--- src/rtl/tnw_pkg.sv ---
package tnw_pkg;
  // Classification of one sampled cycle; drives both storage stages.
  typedef enum logic [2:0] {
    CYC_FIRST   = 3'd0,  // sync low, normal mode: store first nibble
    CYC_SECOND  = 3'd1,  // sync high with nibble pending: finish word
    CYC_ORPHAN  = 3'd2,  // sync high, nothing pending: ignored
    CYC_SINGLE  = 3'd3,  // bypass mode: whole word in one transfer
    CYC_BLOCKED = 3'd4   // gain data on bus: nothing forwarded
  } cyc_kind_e;
endpackage

--- src/rtl/tnw_rst_sync.sv ---
module tnw_rst_sync #(
  parameter int STAGES = 2
) (
  input  logic clk,
  input  logic rst_n_in,
  output logic rst_n_out
);
  logic [STAGES-1:0] shift_q;

  always_ff @(posedge clk or negedge rst_n_in) begin
    if (!rst_n_in) shift_q <= '0;
    else            shift_q <= {shift_q[STAGES-2:0], 1'b1};
  end

  assign rst_n_out = shift_q[STAGES-1];
endmodule

--- src/rtl/tnw_classify.sv ---
module tnw_classify
  import tnw_pkg::*;
(
  input  logic      sync_i,
  input  logic      bypass_i,
  input  logic      gain_i,
  input  logic      pend_vld_i,
  output cyc_kind_e kind_o
);
  always_comb begin
    if (gain_i)          kind_o = CYC_BLOCKED;
    else if (bypass_i)   kind_o = CYC_SINGLE;
    else if (!sync_i)    kind_o = CYC_FIRST;
    else if (pend_vld_i) kind_o = CYC_SECOND;
    else                 kind_o = CYC_ORPHAN;
  end
endmodule

--- src/rtl/tnw_nibble_hold.sv ---
module tnw_nibble_hold
  import tnw_pkg::*;
#(
  parameter int NIB_W = 6
) (
  input  logic             clk,
  input  logic             rst_n,
  input  cyc_kind_e        kind_i,
  input  logic [NIB_W-1:0] bus_i,
  output logic [NIB_W-1:0] pend_o,
  output logic             pend_vld_o
);
  logic [NIB_W-1:0] pend_d, pend_q;
  logic             vld_d, vld_q;
  logic             pend_en;

  always_comb begin
    pend_en = (kind_i == CYC_FIRST);
    pend_d  = pend_en ? bus_i : pend_q;
    vld_d   = pend_en;
  end

  always_ff @(posedge clk or negedge rst_n) begin
    if (!rst_n) begin
      pend_q <= '0;
      vld_q  <= 1'b0;
    end else begin
      vld_q <= vld_d;
      if (pend_en) pend_q <= pend_d;
    end
  end

  assign pend_o     = pend_q;
  assign pend_vld_o = vld_q;

  p_pend_consumed_r2: assert property (@(posedge clk) disable iff (!rst_n)
    (kind_i == CYC_SECOND) |=> !pend_vld_o);
  p_pend_dropped_r7: assert property (@(posedge clk) disable iff (!rst_n)
    (kind_i == CYC_BLOCKED) |=> !pend_vld_o);
  p_pend_bypass_r5: assert property (@(posedge clk) disable iff (!rst_n)
    (kind_i == CYC_SINGLE) |=> !pend_vld_o);
endmodule

--- src/rtl/tnw_word_reg.sv ---
module tnw_word_reg
  import tnw_pkg::*;
#(
  parameter int NIB_W = 6
) (
  input  logic               clk,
  input  logic               rst_n,
  input  cyc_kind_e          kind_i,
  input  logic [NIB_W-1:0]   bus_i,
  input  logic [NIB_W-1:0]   pend_i,
  input  logic               pend_vld_i,
  input  logic               ls_first_i,
  output logic [2*NIB_W-1:0] word_o,
  output logic               vld_o,
  output logic               held_o
);
  localparam int WORD_W = 2 * NIB_W;

  logic [WORD_W-1:0] word_d, word_q;
  logic              word_en;
  logic              vld_d, vld_q;
  logic              held_d, held_q;
  logic              have_d, have_q;

  always_comb begin
    word_en = 1'b0;
    word_d  = word_q;
    unique case (kind_i)
      CYC_SECOND: begin
        word_en = 1'b1;
        word_d  = ls_first_i ? {bus_i, pend_i} : {pend_i, bus_i};
      end
      CYC_SINGLE: begin
        word_en = 1'b1;
        word_d  = {bus_i, {NIB_W{1'b0}}};
      end
      default: ;
    endcase
    vld_d  = word_en;
    have_d = have_q | word_en;
    held_d = (kind_i == CYC_FIRST) & pend_vld_i & have_q;
  end

  always_ff @(posedge clk or negedge rst_n) begin
    if (!rst_n) begin
      word_q <= '0;
      vld_q  <= 1'b0;
      held_q <= 1'b0;
      have_q <= 1'b0;
    end else begin
      vld_q  <= vld_d;
      held_q <= held_d;
      have_q <= have_d;
      if (word_en) word_q <= word_d;
    end
  end

  assign word_o = word_q;
  assign vld_o  = vld_q;
  assign held_o = held_q;

  p_word_stable_r9: assert property (@(posedge clk) disable iff (!rst_n)
    !vld_o |-> $stable(word_o));
  p_flags_excl_r6: assert property (@(posedge clk) disable iff (!rst_n)
    !(vld_o && held_o));
  p_bypass_fill_r5: assert property (@(posedge clk) disable iff (!rst_n)
    (kind_i == CYC_SINGLE) |=> (vld_o && word_o[NIB_W-1:0] == '0));
  p_orphan_ignored_r8: assert property (@(posedge clk) disable iff (!rst_n)
    (kind_i == CYC_ORPHAN) |=> (!vld_o && $stable(word_o)));
  p_gain_blocks_r7: assert property (@(posedge clk) disable iff (!rst_n)
    (kind_i == CYC_BLOCKED) |=> (!vld_o && !held_o));
  p_stall_held_r6: assert property (@(posedge clk) disable iff (!rst_n)
    (kind_i == CYC_FIRST && pend_vld_i && have_q) |=> held_o);
  p_complete_vld_r2: assert property (@(posedge clk) disable iff (!rst_n)
    (kind_i == CYC_SECOND) |=> vld_o);
endmodule

--- src/rtl/tnw_assembler.sv ---
module tnw_assembler
  import tnw_pkg::*;
#(
  parameter int NIB_W      = 6,
  parameter int RST_STAGES = 2
) (
  input  logic               clk,
  input  logic               rst_n,
  input  logic [NIB_W-1:0]   tx_bus,
  input  logic               tx_sync,
  input  logic               cfg_ls_first,
  input  logic               cfg_bypass,
  input  logic               gain_mode,
  output logic [2*NIB_W-1:0] word_out,
  output logic               word_vld,
  output logic               word_held
);
  logic             rst_n_q;
  cyc_kind_e        kind;
  logic [NIB_W-1:0] pend;
  logic             pend_vld;

  tnw_rst_sync #(.STAGES(RST_STAGES)) u_rst (
    .clk       (clk),
    .rst_n_in  (rst_n),
    .rst_n_out (rst_n_q)
  );

  tnw_classify u_cls (
    .sync_i     (tx_sync),
    .bypass_i   (cfg_bypass),
    .gain_i     (gain_mode),
    .pend_vld_i (pend_vld),
    .kind_o     (kind)
  );

  tnw_nibble_hold #(.NIB_W(NIB_W)) u_hold (
    .clk        (clk),
    .rst_n      (rst_n_q),
    .kind_i     (kind),
    .bus_i      (tx_bus),
    .pend_o     (pend),
    .pend_vld_o (pend_vld)
  );

  tnw_word_reg #(.NIB_W(NIB_W)) u_word (
    .clk        (clk),
    .rst_n      (rst_n_q),
    .kind_i     (kind),
    .bus_i      (tx_bus),
    .pend_i     (pend),
    .pend_vld_i (pend_vld),
    .ls_first_i (cfg_ls_first),
    .word_o     (word_out),
    .vld_o      (word_vld),
    .held_o     (word_held)
  );

  p_orphan_port_r8: assert property (@(posedge clk) disable iff (!rst_n_q)
    (tx_sync && !cfg_bypass && !gain_mode && !pend_vld) |=> !word_vld);
  p_gain_port_r7: assert property (@(posedge clk) disable iff (!rst_n_q)
    gain_mode |=> !word_vld);
  p_reset_idle_r1: assert property (@(posedge clk)
    !rst_n_q |-> (!word_vld && !word_held && word_out == '0));
endmodule

--- config.mk ---
export PLATFORM = sky130hd
export DESIGN_NAME = tnw_assembler
export DESIGN_NICKNAME = d
export VERILOG_FILES = /design/src/rtl/tnw_pkg.sv /design/src/rtl/tnw_rst_sync.sv /design/src/rtl/tnw_classify.sv /design/src/rtl/tnw_nibble_hold.sv /design/src/rtl/tnw_word_reg.sv /design/src/rtl/tnw_assembler.sv
export SDC_FILE = /design/constraint.sdc
export NUM_CORES = 1
export LEC_CHECK = 0
export ABC_AREA = 1
export BUFFER_PORTS_ARGS = -buffer_cell sky130_fd_sc_hd__buf_2
export CAP_MARGIN = 20
export CORE_ASPECT_RATIO = 1.25
export CORE_MARGIN = 1.5
export CORE_UTILIZATION = 52
export DETAILED_ROUTE_END_ITERATION = 10
export PLACE_DENSITY_LB_ADDON = 0.05
export SYNTH_ARGS = -nofsm -noshare
export SYNTH_HDL_FRONTEND = slang
export SYNTH_HIERARCHICAL = 1
export SYNTH_SLANG_ARGS = --single-unit
--- constraint.sdc ---
create_clock -name clk -period 1 [get_ports clk]
set_clock_uncertainty 0.2 [all_clocks]
set_input_delay 0.05 -clock clk [delete_from_list [all_inputs] [get_ports clk]]
set_output_delay 0.05 -clock clk [all_outputs]
set_load 0.01 [all_outputs]
==> flow_summary_export.csv, run 1 <==
group,metric,value,unit
clock_tree,cts_inserted_buffers,3,
pwr,irDropWorstVdd,1.08,mV
die,fp-row-count,18,
die,die_width,45.1,um
grt,grt_first_pass_wirelength,4.37,mm
placement,dp.final_hpwl,1.69,mm
placement,port-buffer-count,25,
routing,initial_drc_count,38,
sta,report.final.hold_viol_count,3,
routing,drt_pass1_iterations,4,
routing,vias_per_inst,4.98,
setup_path,worstPathMaxFanout,4,
worst_hold_path,hold_path_class,"reg2async",
clock_tree,clock_latency,0.31,ns
cells_and_area,insertedDiodeCount,0,
setup_path,kind_of_critical_path,"reg2reg",
clock_tree,root_driver,"sky130_fd_sc_hd__clkbuf_4",
logic_synthesis,synth.net_count,163,
setup_path,worst-endpoint-required,1.06,ns
run_status,violations_in_the_final_reports,"negative hold slack, negative setup slack",
cells_and_area,net_total_in_the_final_layout,233,
routing,via_count,1196,
placement,placed_area,0.00139,mm2
grt,global_route.usage.total,22.7,%
die,num_io_pins,26,
sta,rsz0062_at_grt,"true",
run,drv.max_cap_violation_count,0,
die,start_util,56.9,%
logic_synthesis,synth-warning-count,6,
sta,period_needed,1.52,ns
sta,maxSlewViolCount,0,
sta,layout_worst_path_cycle_share,152,%
cells_and_area,flow.area_growth_from_synthesis,53.5,%
routing,antenna_violating_nets_post_route,0,
grt,via_count_of_the_first_global_routing_pass,1084,
routing,route.detailed.drc,0,
die,dieHeight,55.7,um
sta,achievable-frequency,0.660,GHz
logic_synthesis,synth-seq-area-share,52.1,%
clock_tree,cts-htree-levels,1,
clock_tree,clock_sinks,24,
die,floorplan.die_area,0.00251,mm2
grt,grt_max_degree,23,
clock_tree,cts.reportedPaths.clkPinSlew,0.13,ns
sta,whs,-0.000822,ns
routing,routed_wl,2.96,mm
pwr,powerDensity,1440,mW/mm2
routing,routed_length_per_placed_instance,12.3,um
grt,number_of_antenna_violations_at_the_first_check_in_global_routing,0,
cells_and_area,fraction_of_final_layout_cells_sized_beyond_drive_strength_1,40.9,%
logic_synthesis,syn_area_cell,7.64,um2
run_status,run_status,"complete, but fails checks",
placement,placement.setup.worst_slack,-0.472,ns
sta,final-setup-viol-count,36,
logic_synthesis,gate_count_after_technology_mapping,151,
logic_synthesis,synth.cell_area,0.00115,mm2
setup_path,crit_path_start_kind,"flip-flop",
cells_and_area,design_area,0.00177,mm2
setup_path,endpoint_kind,"flip-flop",
clock_tree,cts_tree,"done",
logic_synthesis,yosysUniqueCellTypes,19,
cells_and_area,fillers,115,
grt,grt_remaining_overflow,0,
placement,gp_routability_congestion,0.813,
clock_tree,clk_path_buf_depth,2,
logic_synthesis,synth-seq-cells,24,
sta,setup_ws,-0.516,ns
die,design.core.area,0.00203,mm2
setup_path,worst-endpoint-arrival,1.58,ns
pwr,leakage,1.02,nW
sta,tns,-11.50,ns
cells_and_area,utilization_after_layout,87.3,%
report_power, final:
| group | total, mW | internal [mW] | switching [mW] |
|---|---|---|---|
| registers | 1.21 | 1.12 | 0.0909 |
| logic | 0.839 | 0.438 | 0.402 |
| clock network | 0.498 | 0.222 | 0.276 |
through the flow:
stage,power (mW),cells
after floorplan,1.53,151
final,2.54,240
after CTS,2.42,227
after detailed placement,1.76,204
after global placement,1.75,204
after global routing,2.70,240
critical path: stages (launching register included):
cell                      delay [ns]
sky130_fd_sc_hd__dfrtp_1        0.39
sky130_fd_sc_hd__nand2_1        0.07
sky130_fd_sc_hd__a21oi_2        0.19
sky130_fd_sc_hd__inv_2          0.08
sky130_fd_sc_hd__nor2_4         0.15
sky130_fd_sc_hd__buf_6          0.14
sky130_fd_sc_hd__nand2_1        0.07
sky130_fd_sc_hd__nand2_1        0.07
sky130_fd_sc_hd__nand2_1        0.06
sky130_fd_sc_hd__nand2_1        0.05
cells by family (layout without fill, tap and decap cells):
kind of cell	Yosys count	in the layout	synth area share (%)
simple gates	95	95	35.2
flops	24	24	52.1
buf+inv	23	92	8.57
compound gates	8	8	3.80
other cells	1	1	0.325
metal layers:
metal / part of all wire, % / GRT usage, % / wire (um)
met4: 1.3 / 7.98 / 38
met2: 54 / 39.0 / 1610
met5: 0 / 0 / 0
met3: 3.9 / 3.57 / 116
met1: 41 / 27.4 / 1200
synth_stat cells:
master,instances,area (um2)
sky130_fd_sc_hd__inv_2,2,7.51
sky130_fd_sc_hd__nand3_2,1,10.0
sky130_fd_sc_hd__a21oi_2,1,8.76
sky130_fd_sc_hd__a21oi_1,1,5.00
sky130_fd_sc_hd__nand3_1,7,35.0
sky130_fd_sc_hd__nor3_2,1,10.0
sky130_fd_sc_hd__nand2_4,1,11.3
sky130_fd_sc_hd__dfrtp_1,24,601
sky130_fd_sc_hd__or2_2,1,6.26
sky130_fd_sc_hd__inv_1,18,67.6
sky130_fd_sc_hd__nor3_1,1,5.00
sky130_fd_sc_hd__buf_6,1,11.3
sky130_fd_sc_hd__buf_4,1,7.51
sky130_fd_sc_hd__nor2_4,2,22.5
sky130_fd_sc_hd__buf_2,1,5.00
sky130_fd_sc_hd__nand2_2,1,6.26
sky130_fd_sc_hd__o21ai_0,6,30.0
sky130_fd_sc_hd__nand2_1,80,300
sky130_fd_sc_hd__conb_1,1,3.75
layout make-up:
| class | instances | area, um2 | area share [%] |
|---|---|---|---|
| Sequential cell | 24 | 601 | 33.9 |
| Multi-Input combinational cell | 104 | 518 | 29.3 |
| Timing Repair Buffer | 67 | 498 | 28.1 |
| Inverter | 20 | 83.8 | 4.73 |
| Clock buffer | 4 | 36.3 | 2.05 |
| Tap cell | 20 | 25.0 | 1.41 |
| Timing Repair inverter | 1 | 8.76 | 0.495 |
worst paths after layout:
| kind | end | slack, ns | cells past startpoint | from |
|---|---|---|---|---|
| worst max-delay path | u_word/word_o[6]$_DFFE_PN0P_ | -0.52 | 9 | u_hold/pend_vld_o$_DFF_PN0_ |
| worst min-delay path | u_word/word_o[10]$_DFFE_PN0P_ | -0.0008 | 1 | u_rst/shift_q[1]$_DFF_PN0_ |
| worst max register to register | u_word/word_o[6]$_DFFE_PN0P_ | -0.52 | 9 | u_hold/pend_vld_o$_DFF_PN0_ |
| worst min register to register | u_word/word_o[10]$_DFFE_PN0P_ | -0.0008 | 1 | u_rst/shift_q[1]$_DFF_PN0_ |
| max in group asynchronous | u_rst/shift_q[1]$_DFF_PN0_ | 0.09 | 3 | rst_n |
| min in group clk | u_word/word_o[0]$_DFFE_PN0P_ | 0.01 | 5 | cfg_ls_first |
registers in the layout, summed over array words and instances (netlist names):
signal / flops
u_word/word_o: 12
u_hold/pend_o: 6
u_rst/shift_q: 2
u_hold/pend_vld_o: 1
u_word/vld_o: 1
u_word/held_o: 1
u_word/have_q: 1
cell usage in the layout (no fill, tap or decap):
cell type,n
sky130_fd_sc_hd__nand2_4,2
sky130_fd_sc_hd__buf_12,1
sky130_fd_sc_hd__clkbuf_8,1
sky130_fd_sc_hd__buf_6,6
sky130_fd_sc_hd__inv_1,17
sky130_fd_sc_hd__inv_2,1
sky130_fd_sc_hd__buf_2,24
sky130_fd_sc_hd__a21oi_4,1
sky130_fd_sc_hd__nand2_1,67
sky130_fd_sc_hd__nor2_4,2
sky130_fd_sc_hd__dlygate4sd3_1,8
sky130_fd_sc_hd__nand3_1,7
sky130_fd_sc_hd__clkinvlp_4,1
sky130_fd_sc_hd__clkinv_4,1
sky130_fd_sc_hd__a21oi_2,1
sky130_fd_sc_hd__nand2_2,13
sky130_fd_sc_hd__buf_4,28
sky130_fd_sc_hd__nand3_4,1
sky130_fd_sc_hd__inv_6,1
sky130_fd_sc_hd__conb_1,1
sky130_fd_sc_hd__o21ai_0,6
sky130_fd_sc_hd__nor3_2,2
sky130_fd_sc_hd__clkbuf_4,3
sky130_fd_sc_hd__or2_4,1
sky130_fd_sc_hd__dfrtp_1,24
timing repair:
| action | in CTS | in global routing |
|---|---|---|
| setup buffers | 11 | 12 |
| hold buffers | 8 | 0 |
| cloned | 0 | 1 |
| endpoints found under the hold margin | 21 | 0 |
| endpoints found under the setup margin | 36 | 36 |
| resized for setup | 10 | 19 |
| pin swaps | 4 | 9 |
No activity file was read; power rests on OpenSTA's default activity.
==> inputs of run 2 (changes only) <==
--- a/config.mk
+++ b/config.mk
@@ -12,7 +12,9 @@
 export CORE_MARGIN = 1.5
 export CORE_UTILIZATION = 52
 export DETAILED_ROUTE_END_ITERATION = 10
+export HOLD_SLACK_MARGIN = 0.03
 export PLACE_DENSITY_LB_ADDON = 0.05
+export SETUP_SLACK_MARGIN = 0.3
 export SYNTH_ARGS = -nofsm -noshare
 export SYNTH_HDL_FRONTEND = slang
 export SYNTH_HIERARCHICAL = 1
==> constraint.sdc (replaced) <==
create_clock -name clk -period 1.7 [get_ports clk]
set_clock_uncertainty 0.2 [all_clocks]
set_input_delay 0.085 -clock clk [delete_from_list [all_inputs] [get_ports clk]]
set_output_delay 0.085 -clock clk [all_outputs]
set_load 0.01 [all_outputs]
==> flow_summary_export.csv, run 2 (synthesis results as in run 1) <==
group,metric,value,unit
run_status,run_status,"finished clean",
cells_and_area,fraction_of_final_layout_cells_sized_beyond_drive_strength_1,29.4,%
routing,routed_wl,2.57,mm
setup_path,worst-endpoint-arrival,1.59,ns
die,start_util,56.9,%
grt,via_count_of_the_first_global_routing_pass,1028,
sta,rsz0062_at_grt,"true",
sta,report.final.hold_viol_count,0,
pwr,leakage,0.887,nW
grt,grt_remaining_overflow,0,
sta,whs,0.0226,ns
cells_and_area,insertedDiodeCount,0,
pwr,irDropWorstVdd,0.575,mV
sta,layout_worst_path_cycle_share,90.0,%
die,floorplan.die_area,0.00251,mm2
die,num_io_pins,26,
cells_and_area,mostFrequentLayoutCells,"sky130_fd_sc_hd__nand2_1 (72), sky130_fd_sc_hd__buf_2 (25), sky130_fd_sc_hd__dfrtp_1 (24), sky130_fd_sc_hd__inv_1 (17), sky130_fd_sc_hd__dlygate4sd3_1 (9)",
cells_and_area,net_total_in_the_final_layout,207,
clock_tree,cts_tree,"done",
grt,number_of_antenna_violations_at_the_first_check_in_global_routing,0,
die,dieHeight,55.7,um
cells_and_area,layout_commonest_cell,"sky130_fd_sc_hd__nand2_1",
routing,via_count,1082,
sta,achievable-frequency,0.653,GHz
setup_path,reg2regPathDepth,9,
clock_tree,clk_path_buf_depth,2,
routing,route.detailed.drc,0,
grt,global_route.usage.total,22.3,%
clock_tree,cts.reportedPaths.clkPinSlew,0.12,ns
die,design.core.area,0.00203,mm2
placement,gp_routability_congestion,0.829,
routing,initial_drc_count,21,
setup_path,crit_path_start_kind,"flip-flop",
sta,final-setup-viol-count,0,
cells_and_area,flip_flop_count_of_the_largest_register_all_copies_and_words_added,12,
sta,maxSlewViolCount,0,
cells_and_area,finish.cell_count_without_fillers,214,
placement,placed_cells,194,
die,die_width,45.1,um
clock_tree,cts_inserted_buffers,3,
pwr,powerDensity,870,mW/mm2
setup_path,endpoint_kind,"flip-flop",
cells_and_area,flow.area_growth_from_synthesis,34.7,%
die,fp-row-count,18,
worst_hold_path,hold_path_class,"reg2async",
setup_path,worst-endpoint-required,1.76,ns
placement,port-buffer-count,25,
routing,drt_pass1_iterations,4,
sta,period_needed,1.53,ns
clock_tree,cts-htree-levels,1,
setup_path,kind_of_critical_path,"reg2reg",
run,drv.max_cap_violation_count,0,
setup_path,worstPathMaxFanout,4,
routing,antenna_violating_nets_post_route,0,
cells_and_area,fillers,152,
grt,grt_first_pass_wirelength,4.28,mm
sta,tns,0,ns
clock_tree,clock_latency,0.31,ns
routing,routed_length_per_placed_instance,12.0,um
clock_tree,clock_sinks,24,
grt,grt_max_degree,23,
clock_tree,root_driver,"sky130_fd_sc_hd__clkbuf_4",
pwr,totalPowerFinal,1.35,mW
routing,vias_per_inst,5.06,
placement,dp.final_hpwl,1.56,mm
run 2: report_power, final:
part / leakage, nW / switching, mW / internal, mW / total [mW]
clock: 0.0210 / 0.163 / 0.131 / 0.294
sequential: 0.297 / 0.0501 / 0.656 / 0.706
combinational: 0.569 / 0.200 / 0.152 / 0.351
run 2: worst paths after layout:
kind	startpoint	end	slack, ns
worst max-delay path	u_hold/pend_vld_o$_DFF_PN0_	u_word/word_o[6]$_DFFE_PN0P_	0.17
worst min-delay path	u_rst/shift_q[1]$_DFF_PN0_	u_hold/pend_o[5]$_DFFE_PN0N_	0.02
worst max register to register	u_hold/pend_vld_o$_DFF_PN0_	u_word/word_o[6]$_DFFE_PN0P_	0.17
worst min register to register	u_rst/shift_q[1]$_DFF_PN0_	u_hold/pend_o[5]$_DFFE_PN0N_	0.02
max in group asynchronous	rst_n	u_rst/shift_q[1]$_DFF_PN0_	0.77
min in group clk	gain_mode	u_hold/pend_o[3]$_DFFE_PN0N_	0.05
run 2: cell type report:
cell class	instances	area [um2]	area share [%]
Inverter	20	81.3	5.23
Clock buffer	4	36.3	2.33
Tap cell	20	25.0	1.61
Sequential cell	24	601	38.6
Multi-Input combinational cell	104	508	32.7
Timing Repair Buffer	42	303	19.5
run 2: critical path, stage by stage, from the launching register on:
cell	delay [ns]
sky130_fd_sc_hd__dfrtp_1	0.40
sky130_fd_sc_hd__nand2_2	0.08
sky130_fd_sc_hd__a21oi_4	0.15
sky130_fd_sc_hd__inv_2	0.08
sky130_fd_sc_hd__nor2_4	0.18
sky130_fd_sc_hd__buf_6	0.15
sky130_fd_sc_hd__nand2_1	0.06
sky130_fd_sc_hd__nand2_1	0.06
sky130_fd_sc_hd__nand2_1	0.06
sky130_fd_sc_hd__nand2_1	0.05
run 2: repair_timing:
action                     CTS  global route
hold buffers                 9             0
hold endpoints to repair    21             0
gates resized for setup      9            10
setup endpoints to repair   12            20
setup buffers                4             3
pin swaps                    8            10
run 2: per-layer routing:
layer	track usage [%]	wire length (um)
met1	28.8	1160
met2	37.1	1240
met3	2.92	128
met4	7.56	49
met5	0	0
run 2: stage by stage:
step | utilization, % | cell area [um2] | setup slack, ns
floorplan | - | 1160 | 0.271
global placement | 64.1 | 1300 | 0.200
detailed placement | 64.1 | 1300 | 0.176
CTS | 73.5 | 1490 | 0.176
global route | 76.7 | 1550 | 0.0809
finish | 76.7 | 1550 | 0.169
